<file path="src/rtl/bsport_pkg.sv">
package bsport_pkg;
  typedef enum logic {
    SEL_TX = 1'b0,
    SEL_RX = 1'b1
  } inte_sel_e;
endpackage

</file>
<file path="src/rtl/bsport_tx.sv">
module bsport_tx #(
  parameter int W = 8
) (
  input  logic         clk,
  input  logic         rst_n,
  input  logic         clr,
  input  logic         wr_n,
  input  logic [W-1:0] wdata,
  input  logic         ack_n,
  output logic [W-1:0] out_q,
  output logic         obf_n
);
  logic wr_q;
  logic wr_rise;

  assign wr_rise = wr_n & ~wr_q;

  always_ff @(posedge clk or negedge rst_n) begin
    if (!rst_n) begin
      wr_q  <= 1'b1;
      out_q <= '0;
      obf_n <= 1'b1;
    end else begin
      wr_q <= wr_n;
      if (clr) begin
        obf_n <= 1'b1;
      end else if (wr_rise) begin
        out_q <= wdata;
        obf_n <= 1'b0;
      end else if (!ack_n) begin
        obf_n <= 1'b1;
      end
    end
  end


  a_r3_write_fills: assert property (@(posedge clk) disable iff (!rst_n)
    (wr_rise && !clr) |=> (!obf_n && out_q == $past(wdata)));

  a_r4_ack_empties: assert property (@(posedge clk) disable iff (!rst_n)
    (!ack_n && !wr_rise) |=> obf_n);
  // the latch moves only on a write edge
  a_r2_latch_hold: assert property (@(posedge clk) disable iff (!rst_n)
    (!wr_rise || clr) |=> $stable(out_q));
endmodule

</file>
<file path="src/rtl/bsport_rx.sv">
module bsport_rx #(
  parameter int W = 8
) (
  input  logic         clk,
  input  logic         rst_n,
  input  logic         clr,
  input  logic         rd_n,
  input  logic         stb_n,
  input  logic [W-1:0] din,
  output logic [W-1:0] in_q,
  output logic         ibf
);
  logic rd_q;
  logic rd_rise;

  assign rd_rise = rd_n & ~rd_q;

  always_ff @(posedge clk or negedge rst_n) begin
    if (!rst_n) begin
      rd_q <= 1'b1;
      in_q <= '0;
      ibf  <= 1'b0;
    end else begin
      rd_q <= rd_n;
      if (clr) begin
        ibf <= 1'b0;
      end else if (!stb_n) begin
        in_q <= din;
        ibf  <= 1'b1;
      end else if (rd_rise) begin
        ibf <= 1'b0;
      end
    end
  end


  a_r5_strobe_loads: assert property (@(posedge clk) disable iff (!rst_n)
    (!stb_n && !clr) |=> (ibf && in_q == $past(din)));

  a_r6_read_empties: assert property (@(posedge clk) disable iff (!rst_n)
    (rd_rise && stb_n) |=> !ibf);
endmodule

</file>
<file path="src/rtl/bsport_irq.sv">
module bsport_irq
  import bsport_pkg::*;
(
  input  logic clk,
  input  logic rst_n,
  input  logic clr,
  input  logic bsr_we,
  input  logic bsr_sel,
  input  logic bsr_val,
  input  logic ibf,
  input  logic obf_n,
  input  logic stb_n,
  input  logic rd_n,
  input  logic ack_n,
  input  logic wr_n,
  output logic intr
);
  logic en_tx;
  logic en_rx;
  logic rx_term;
  logic tx_term;

  always_ff @(posedge clk or negedge rst_n) begin
    if (!rst_n) begin
      en_tx <= 1'b0;
      en_rx <= 1'b0;
    end else if (clr) begin
      en_tx <= 1'b0;
      en_rx <= 1'b0;
    end else if (bsr_we) begin
      if (inte_sel_e'(bsr_sel) == SEL_RX) en_rx <= bsr_val;
      else                                en_tx <= bsr_val;
    end
  end

  assign rx_term = ibf & en_rx & stb_n & rd_n;
  assign tx_term = obf_n & en_tx & ack_n & wr_n;
  assign intr    = rx_term | tx_term;


  a_r8_rx_enable: assert property (@(posedge clk) disable iff (!rst_n)
    (bsr_we && bsr_sel && !clr) |=> (en_rx == $past(bsr_val) && $stable(en_tx)));
  // no request while both enables are clear
  a_r7_masked_quiet: assert property (@(posedge clk) disable iff (!rst_n)
    (!en_rx && !en_tx) |-> !intr);
endmodule

</file>
<file path="src/rtl/bsport_top.sv">
module bsport_top #(
  parameter int W = 8
) (
  input  logic         clk,
  input  logic         rst_n,
  input  logic         mode_chg,
  input  logic         cpu_wr_n,
  input  logic         cpu_rd_n,
  input  logic [W-1:0] cpu_wdata,
  output logic [W-1:0] cpu_rdata,
  input  logic         bsr_we,
  input  logic         bsr_sel,
  input  logic         bsr_val,
  input  logic         per_stb_n,
  input  logic         per_ack_n,
  input  logic [W-1:0] per_din,
  output logic [W-1:0] per_dout,
  output logic         per_oe,
  output logic         obf_n,
  output logic         ibf,
  output logic         intr
);
  logic [W-1:0] tx_latch;

  bsport_tx #(.W(W)) u_tx (
    .clk(clk), .rst_n(rst_n), .clr(mode_chg), .wr_n(cpu_wr_n),
    .wdata(cpu_wdata), .ack_n(per_ack_n), .out_q(tx_latch), .obf_n(obf_n)
  );

  bsport_rx #(.W(W)) u_rx (
    .clk(clk), .rst_n(rst_n), .clr(mode_chg), .rd_n(cpu_rd_n),
    .stb_n(per_stb_n), .din(per_din), .in_q(cpu_rdata), .ibf(ibf)
  );

  bsport_irq u_irq (
    .clk(clk), .rst_n(rst_n), .clr(mode_chg), .bsr_we(bsr_we),
    .bsr_sel(bsr_sel), .bsr_val(bsr_val), .ibf(ibf), .obf_n(obf_n),
    .stb_n(per_stb_n), .rd_n(cpu_rd_n), .ack_n(per_ack_n), .wr_n(cpu_wr_n),
    .intr(intr)
  );

  assign per_oe   = ~per_ack_n;
  assign per_dout = per_oe ? tx_latch : '0;


  a_r9_mode_clears: assert property (@(posedge clk) disable iff (!rst_n)
    mode_chg |=> (obf_n && !ibf));

  a_r2_release: assert property (@(posedge clk) disable iff (!rst_n)
    !per_oe |-> (per_dout == '0));
endmodule

</file>
<file path="config.mk">
export PLATFORM = sky130hd
export DESIGN_NAME = bsport_top
export DESIGN_NICKNAME = d
export VERILOG_FILES = /design/src/rtl/bsport_pkg.sv /design/src/rtl/bsport_tx.sv /design/src/rtl/bsport_rx.sv /design/src/rtl/bsport_irq.sv /design/src/rtl/bsport_top.sv
export SDC_FILE = /design/constraint.sdc
export NUM_CORES = 1
export LEC_CHECK = 0
export ABC_CLOCK_PERIOD_IN_PS = 1600
export BUFFER_PORTS_ARGS = -buffer_cell sky130_fd_sc_hd__buf_2
export CORE_AREA = 2 2 50 52
export DETAILED_ROUTE_END_ITERATION = 12
export DIE_AREA = 0 0 52 54
export PLACE_DENSITY_LB_ADDON = 0.15
export SYNTH_ARGS = -nofsm -noshare
export SYNTH_HDL_FRONTEND = slang
export SYNTH_SLANG_ARGS = --single-unit
</file>
<file path="constraint.sdc">
create_clock -name clk -period 1.6 [get_ports clk]
set_input_delay 0.24 -clock clk [delete_from_list [all_inputs] [get_ports clk]]
set_output_delay 0.24 -clock clk [all_outputs]
set_load 0.03 [all_outputs]
</file>
==> metrics.yaml, run 1 <==
p_total_mw: 1.26
die_x_um: 52
drc: 0
yosysWarnings: 0
core_area_um2: 2320
fin_tns_setup_ns: 0
antenna_left: 0
cts-root-buf: "clkbuf_4"
hold_violations: 0
dr.max_layer_used: "met4"
netlist_top_cells_area: "dfrtp_1, mux2_2, dfstp_2, nor2b_1, nor3b_4"
worst-setup-path-type: "flop to output port"
p_seq_share_pct: 53.1
p_sw_mw: 0.387
syn-cell-area_um2: 898
drv_cap: 0
clockBufferDepth: 2
leakagePower_nw: 0.587
met3WireLength_um: 88
drt-total-wl_mm: 1.63
power.density_nw_per_um2: 1060
required_ns: 1.36
synth_area_per_cell_um2: 13.6
cts_tree: "built"
num_rows: 18
power.share.combinational_pct: 27.1
arrival_ns: 1.20
wl_met1_um: 721
pin_count: 46
finalCritPeriodShare_pct: 90.2
fillers: 232
irDropWorstVdd_v: 0.000626
hold_class: "input port to flop"
crit_start: "u_tx.obf_n$_DFFE_PN1P_"
yosysSeqAreaShare_pct: 61.7
setup_viol: 0
drive_gt1_share_pct: 60.5
die-area_um2: 2810
numCtsBuffers: 3
rsz0062_at_grt: "false"
cp-start-kind: "flop"
hpwl_mm: 1.29
mostFrequentLayoutCell: "buf_2"
final_design_area_no_fill_um2: 1190
grt_pass1_vias: 573
final.setup_skew_ns: 0.0121
viasPerCell: 4.53
ys_seq_elements: 22
gp_congestion: 0.628
nets: 141
multiInputGateArea_um2: 328
outcome: "finished, final reports clean"
first_pass_iters: 2
pwr-share-clk_pct: 19.8
placed_cell_area_um2: 1150
antenna_found_initial: 0
port_buffers: 45
syn_nets: 92
most-common-layout-cells: "buf_2, dfrtp_1, mux2_2"
crit_fanout: 3
syn_inst: 66
antenna_cells: 0
start_util_pct: 38.7
die_h_um: 54
drv_slew: 0
vias: 653
dr_wl_met2_um: 802
clk_latency_ns: 0.29
maxSlewHeadroom_pct: 68.3
end_kind: "output port"
reg2reg_from: "u_tx.wr_q$_DFF_PN1_"
routedWlPerCell_um: 11.3
grt-ovfl-total: 0
max_freq_mhz: 693
grt_pass1_wl_mm: 2.51
clk_pin_slew_ns: 0.12
synth_top_area_cell: "dfrtp_1"
synth_top_area_share_pct: 52.9
min-delay-start: "cpu_rd_n"
period_minus_slack_ns: 1.44
switching_share_pct: 30.8
h-tree-depth: 1
area.sequential_um2: 554
first_iter_violations: 6
cts.repair.resized: 0
area_delta_synth_final_pct: 32.3
track_usage_pct: 12.5
p_int_mw: 0.870
synth_cell_types: 16
grt_max_degree: 23
worst_slew_pin_slew_ns: 0.475
cts.sinks: 22
-- routing by layer --
metal / vias to the layer above / global-route usage, %
met1: 314 / 15.8
met2: 17 / 20.3
li1: 320 / -
met5: - / 0
met3: 2 / 3.33
met4: 0 / 5.26
-- stage by stage --
| step | util [%] | worst slack [ns] | std cells | hold slack (ns) |
|---|---|---|---|---|
| final | 51.2 | 0.157 | 144 | 0.0474 |
| after global routing | 51.2 | 0.0912 | 144 | 0.0268 |
| after CTS | 51.2 | 0.135 | 144 | 0.0406 |
| after detailed placement | 49.7 | 0.233 | 139 | 0.232 |
| after global placement | 49.7 | 0.248 | 139 | 0.228 |
| after floorplan | - | 0.355 | 66 | -0.0556 |
-- worst paths after layout --
| path | to | slack (ns) | depth (start not counted) |
|---|---|---|---|
| setup / recovery | intr | 0.16 | 3 |
| hold / removal | u_rx.rd_q$_DFF_PN1_ | 0.05 | 1 |
| setup reg to reg | u_tx.out_q[0]$_DFFE_PN0P_ | 0.30 | 2 |
| hold reg to reg | u_tx.out_q[5]$_DFFE_PN0P_ | 0.51 | 1 |
| max in group asynchronous | u_tx.wr_q$_DFF_PN1_ | 0.82 | 2 |
| min in group asynchronous | u_rx.in_q[4]$_DFFE_PN0P_ | 0.42 | 2 |
-- kinds of logic (layout without fill, tap and decap cells) --
group	after synthesis	count (layout)	synth area share (%)
buf+inv	4	52	1.81
simple gates	19	19	13.1
mux	17	17	21.2
compound gates	4	4	2.23
flops	22	22	61.7
-- worst max-delay path, stage by stage (launching register included) --
cell,delay [ns]
dfstp_2,0.55
nand4_1,0.10
nand2_1,0.08
buf_2,0.19
-- power by group through the flow --
stage	clock network (mW)	logic (mW)	registers, mW
CTS	0.261	0.347	0.669
detailed placement	0	0.345	0.681
finish	0.248	0.341	0.669
floorplan	0	0.163	0.742
global placement	0	0.340	0.677
global route	0.284	0.368	0.679
-- layout make-up --
type                    count  area share (%)
clock buffers               4            2.21
repair buffers             46            19.8
multi-input cells          40            27.6
flip-flops and latches     22            46.6
well taps                  30            3.16
inverters                   2           0.632
-- Yosys cell counts --
cell / instances
a21oi_1: 3
clkbuf_1: 1
clkbuf_2: 1
dfrtp_1: 19
dfstp_2: 3
inv_1: 2
mux2_2: 16
mux2i_1: 1
nand2_1: 3
nand3_1: 1
nand4_1: 2
nor2_1: 2
nor2_2: 1
nor2b_1: 9
nor3b_4: 1
o21ai_0: 1
-- flip-flops by register name, summed over array words and instances, names as in the netlist --
| register | count |
|---|---|
| u_tx.wr_q | 1 |
| u_tx.out_q | 8 |
| u_irq.en_rx | 1 |
| u_rx.ibf | 1 |
| u_rx.in_q | 8 |
| u_irq.en_tx | 1 |
| u_tx.obf_n | 1 |
| u_rx.rd_q | 1 |
-- repair_timing --
action / in CTS / in global routing
endpoints found under the setup margin: 0 / 0
endpoints found under the hold margin: 19 / 0
hold buffers: 1 / 0
setup buffers: 0 / 0
(Power assumes the default switching activity.)
==> run 2: changes to the inputs <==
--- a/config.mk
+++ b/config.mk
@@ -5,7 +5,7 @@
 export SDC_FILE = /design/constraint.sdc
 export NUM_CORES = 1
 export LEC_CHECK = 0
-export ABC_CLOCK_PERIOD_IN_PS = 1600
+export ABC_CLOCK_PERIOD_IN_PS = 1500
 export BUFFER_PORTS_ARGS = -buffer_cell sky130_fd_sc_hd__buf_2
 export CORE_AREA = 2 2 50 52
 export DETAILED_ROUTE_END_ITERATION = 12
==> constraint.sdc (replaced) <==
create_clock -name clk -period 1.5 [get_ports clk]
set_input_delay 0.225 -clock clk [delete_from_list [all_inputs] [get_ports clk]]
set_output_delay 0.225 -clock clk [all_outputs]
set_load 0.03 [all_outputs]
==> run 2 against run 1 <==
  * Core utilization up 0.86 points
  * First-iteration DRC count down 17%
  * Count of clock-buffer cells in the layout unchanged
  * Combinational power up 7.6%
  * Non-clock buffer count up 2
  * Sequential share of layout area down 0.77 points
  * Largest power group unchanged
==> metrics.yaml, run 2 (synthesis results as in run 1) <==
h-tree-depth: 1
antenna_left: 0
first_pass_iters: 4
antenna_found_initial: 0
routedWlPerCell_um: 11.0
hold_depth: 1
nets: 143
start_util_pct: 38.7
fin_tns_setup_ns: 0
drc: 0
dp_slack_ns: 0.238
final_cells: 146
drv_cap: 0
maxSlewHeadroom_pct: 68.5
finalCritPeriodShare_pct: 93.9
reg2reg_from: "u_tx.wr_q$_DFF_PN1_"
postCtsSetupBuffers: 0
cts.sinks: 22
hold_violations: 0
worst_slew_pin_slew_ns: 0.472
grt-ovfl-total: 0
num_rows: 18
rsz0062_at_grt: "false"
irDropWorstVdd_v: 0.000657
die_x_um: 52
drt-total-wl_mm: 1.60
final_design_area_no_fill_um2: 1210
crit_fanout: 3
required_ns: 1.27
timing.hold.ws_ns: 0.0426
core_area_um2: 2320
layout_setup_ws_ns: 0.0916
worst-setup-path-type: "input port to output port"
arrival_ns: 1.18
end_kind: "output port"
period_minus_slack_ns: 1.41
area_delta_synth_final_pct: 34.5
r2r_setup_slack_ns: 0.32
vias: 676
clockBufferDepth: 2
antenna_cells: 0
min-delay-start: "cpu_wr_n"
grt_pass1_wl_mm: 2.55
crit_start: "cpu_rd_n"
gp_congestion: 0.601
leakagePower_nw: 0.597
port_buffers: 45
drive_gt1_share_pct: 60.3
die-area_um2: 2810
die_h_um: 54
clk_latency_ns: 0.29
min_to: "u_tx.wr_q$_DFF_PN1_"
largestRegisters: "u_rx.in_q x8, u_tx.out_q x8"
reg2regPathDepth: 3
pin_count: 46
hold_class: "input port to flop"
numCtsBuffers: 3
reg2reg_to: "u_tx.out_q[6]$_DFFE_PN0P_"
clk_pin_slew_ns: 0.11
cts_tree: "built"
grt_pass1_vias: 598
first_iter_violations: 5
power.density_nw_per_um2: 1110
setup_viol: 0
hpwl_mm: 1.25
viasPerCell: 4.63
fillers: 227
cp-start-kind: "input port"
p_total_mw: 1.34
final_util_pct: 52.1
mostFrequentLayoutCell: "buf_2"
grt_max_degree: 23
final.setup_skew_ns: 0.000488
placed_cell_area_um2: 1160
max_freq_mhz: 710
drv_slew: 0
most-common-layout-cells: "buf_2, dfrtp_1, mux2_2"
track_usage_pct: 13.1
outcome: "finished, final reports clean"
place_inst: 140
cts-root-buf: "clkbuf_4"
run 2: final cells by class:
cell class | instances | area, um2 | area share, %
timing repair buffer | 48 | 255 | 21.1
inverter | 2 | 7.51 | 0.621
multi-input combinational | 40 | 328 | 27.1
clock buffer | 4 | 26.3 | 2.17
tap | 30 | 37.5 | 3.11
sequential | 22 | 554 | 45.9
run 2: power by group:
group          total [mW]  leakage, nW  switching (mW)  internal (mW)
clock               0.266       0.0150           0.162          0.104
combinational       0.367        0.322           0.215          0.152
sequential          0.710        0.260          0.0335          0.676
run 2: worst max-delay path: stages:
cell	delay (ns)
dlygate4sd3_1	0.53
buf_2	0.14
nand4_1	0.07
nand2_1	0.06
buf_4	0.16
run 2: how the worst max path moves through the flow:
stage          slack (ns)                        end  depth (start not counted)
4_1_cts              0.04                       intr                          3
3_5_place_dp         0.24   u_rx.in_q[1]$_DFFE_PN0P_                          3
2_1_floorplan        0.27  u_tx.out_q[0]$_DFFE_PN0P_                          3
6_report             0.09                       intr                          5
5_1_grt             0.005                       intr                          3
3_3_place_gp         0.25   u_rx.in_q[4]$_DFFE_PN0P_                          3
run 2: what timing repair did:
action	CTS	global route
endpoints found under the setup margin	0	1
hold buffers	1	1
resized for setup	0	2
hold endpoints to repair	19	1
run 2: per-layer routing:
metal / share of wire, % / global-route usage, % / vias up
met4: 2.1 / 9.21 / 0
met5: 0 / 0 / -
met2: 52 / 20.3 / 19
met1: 41 / 16.0 / 331
met3: 5.8 / 3.33 / 4
li1: - / - / 322
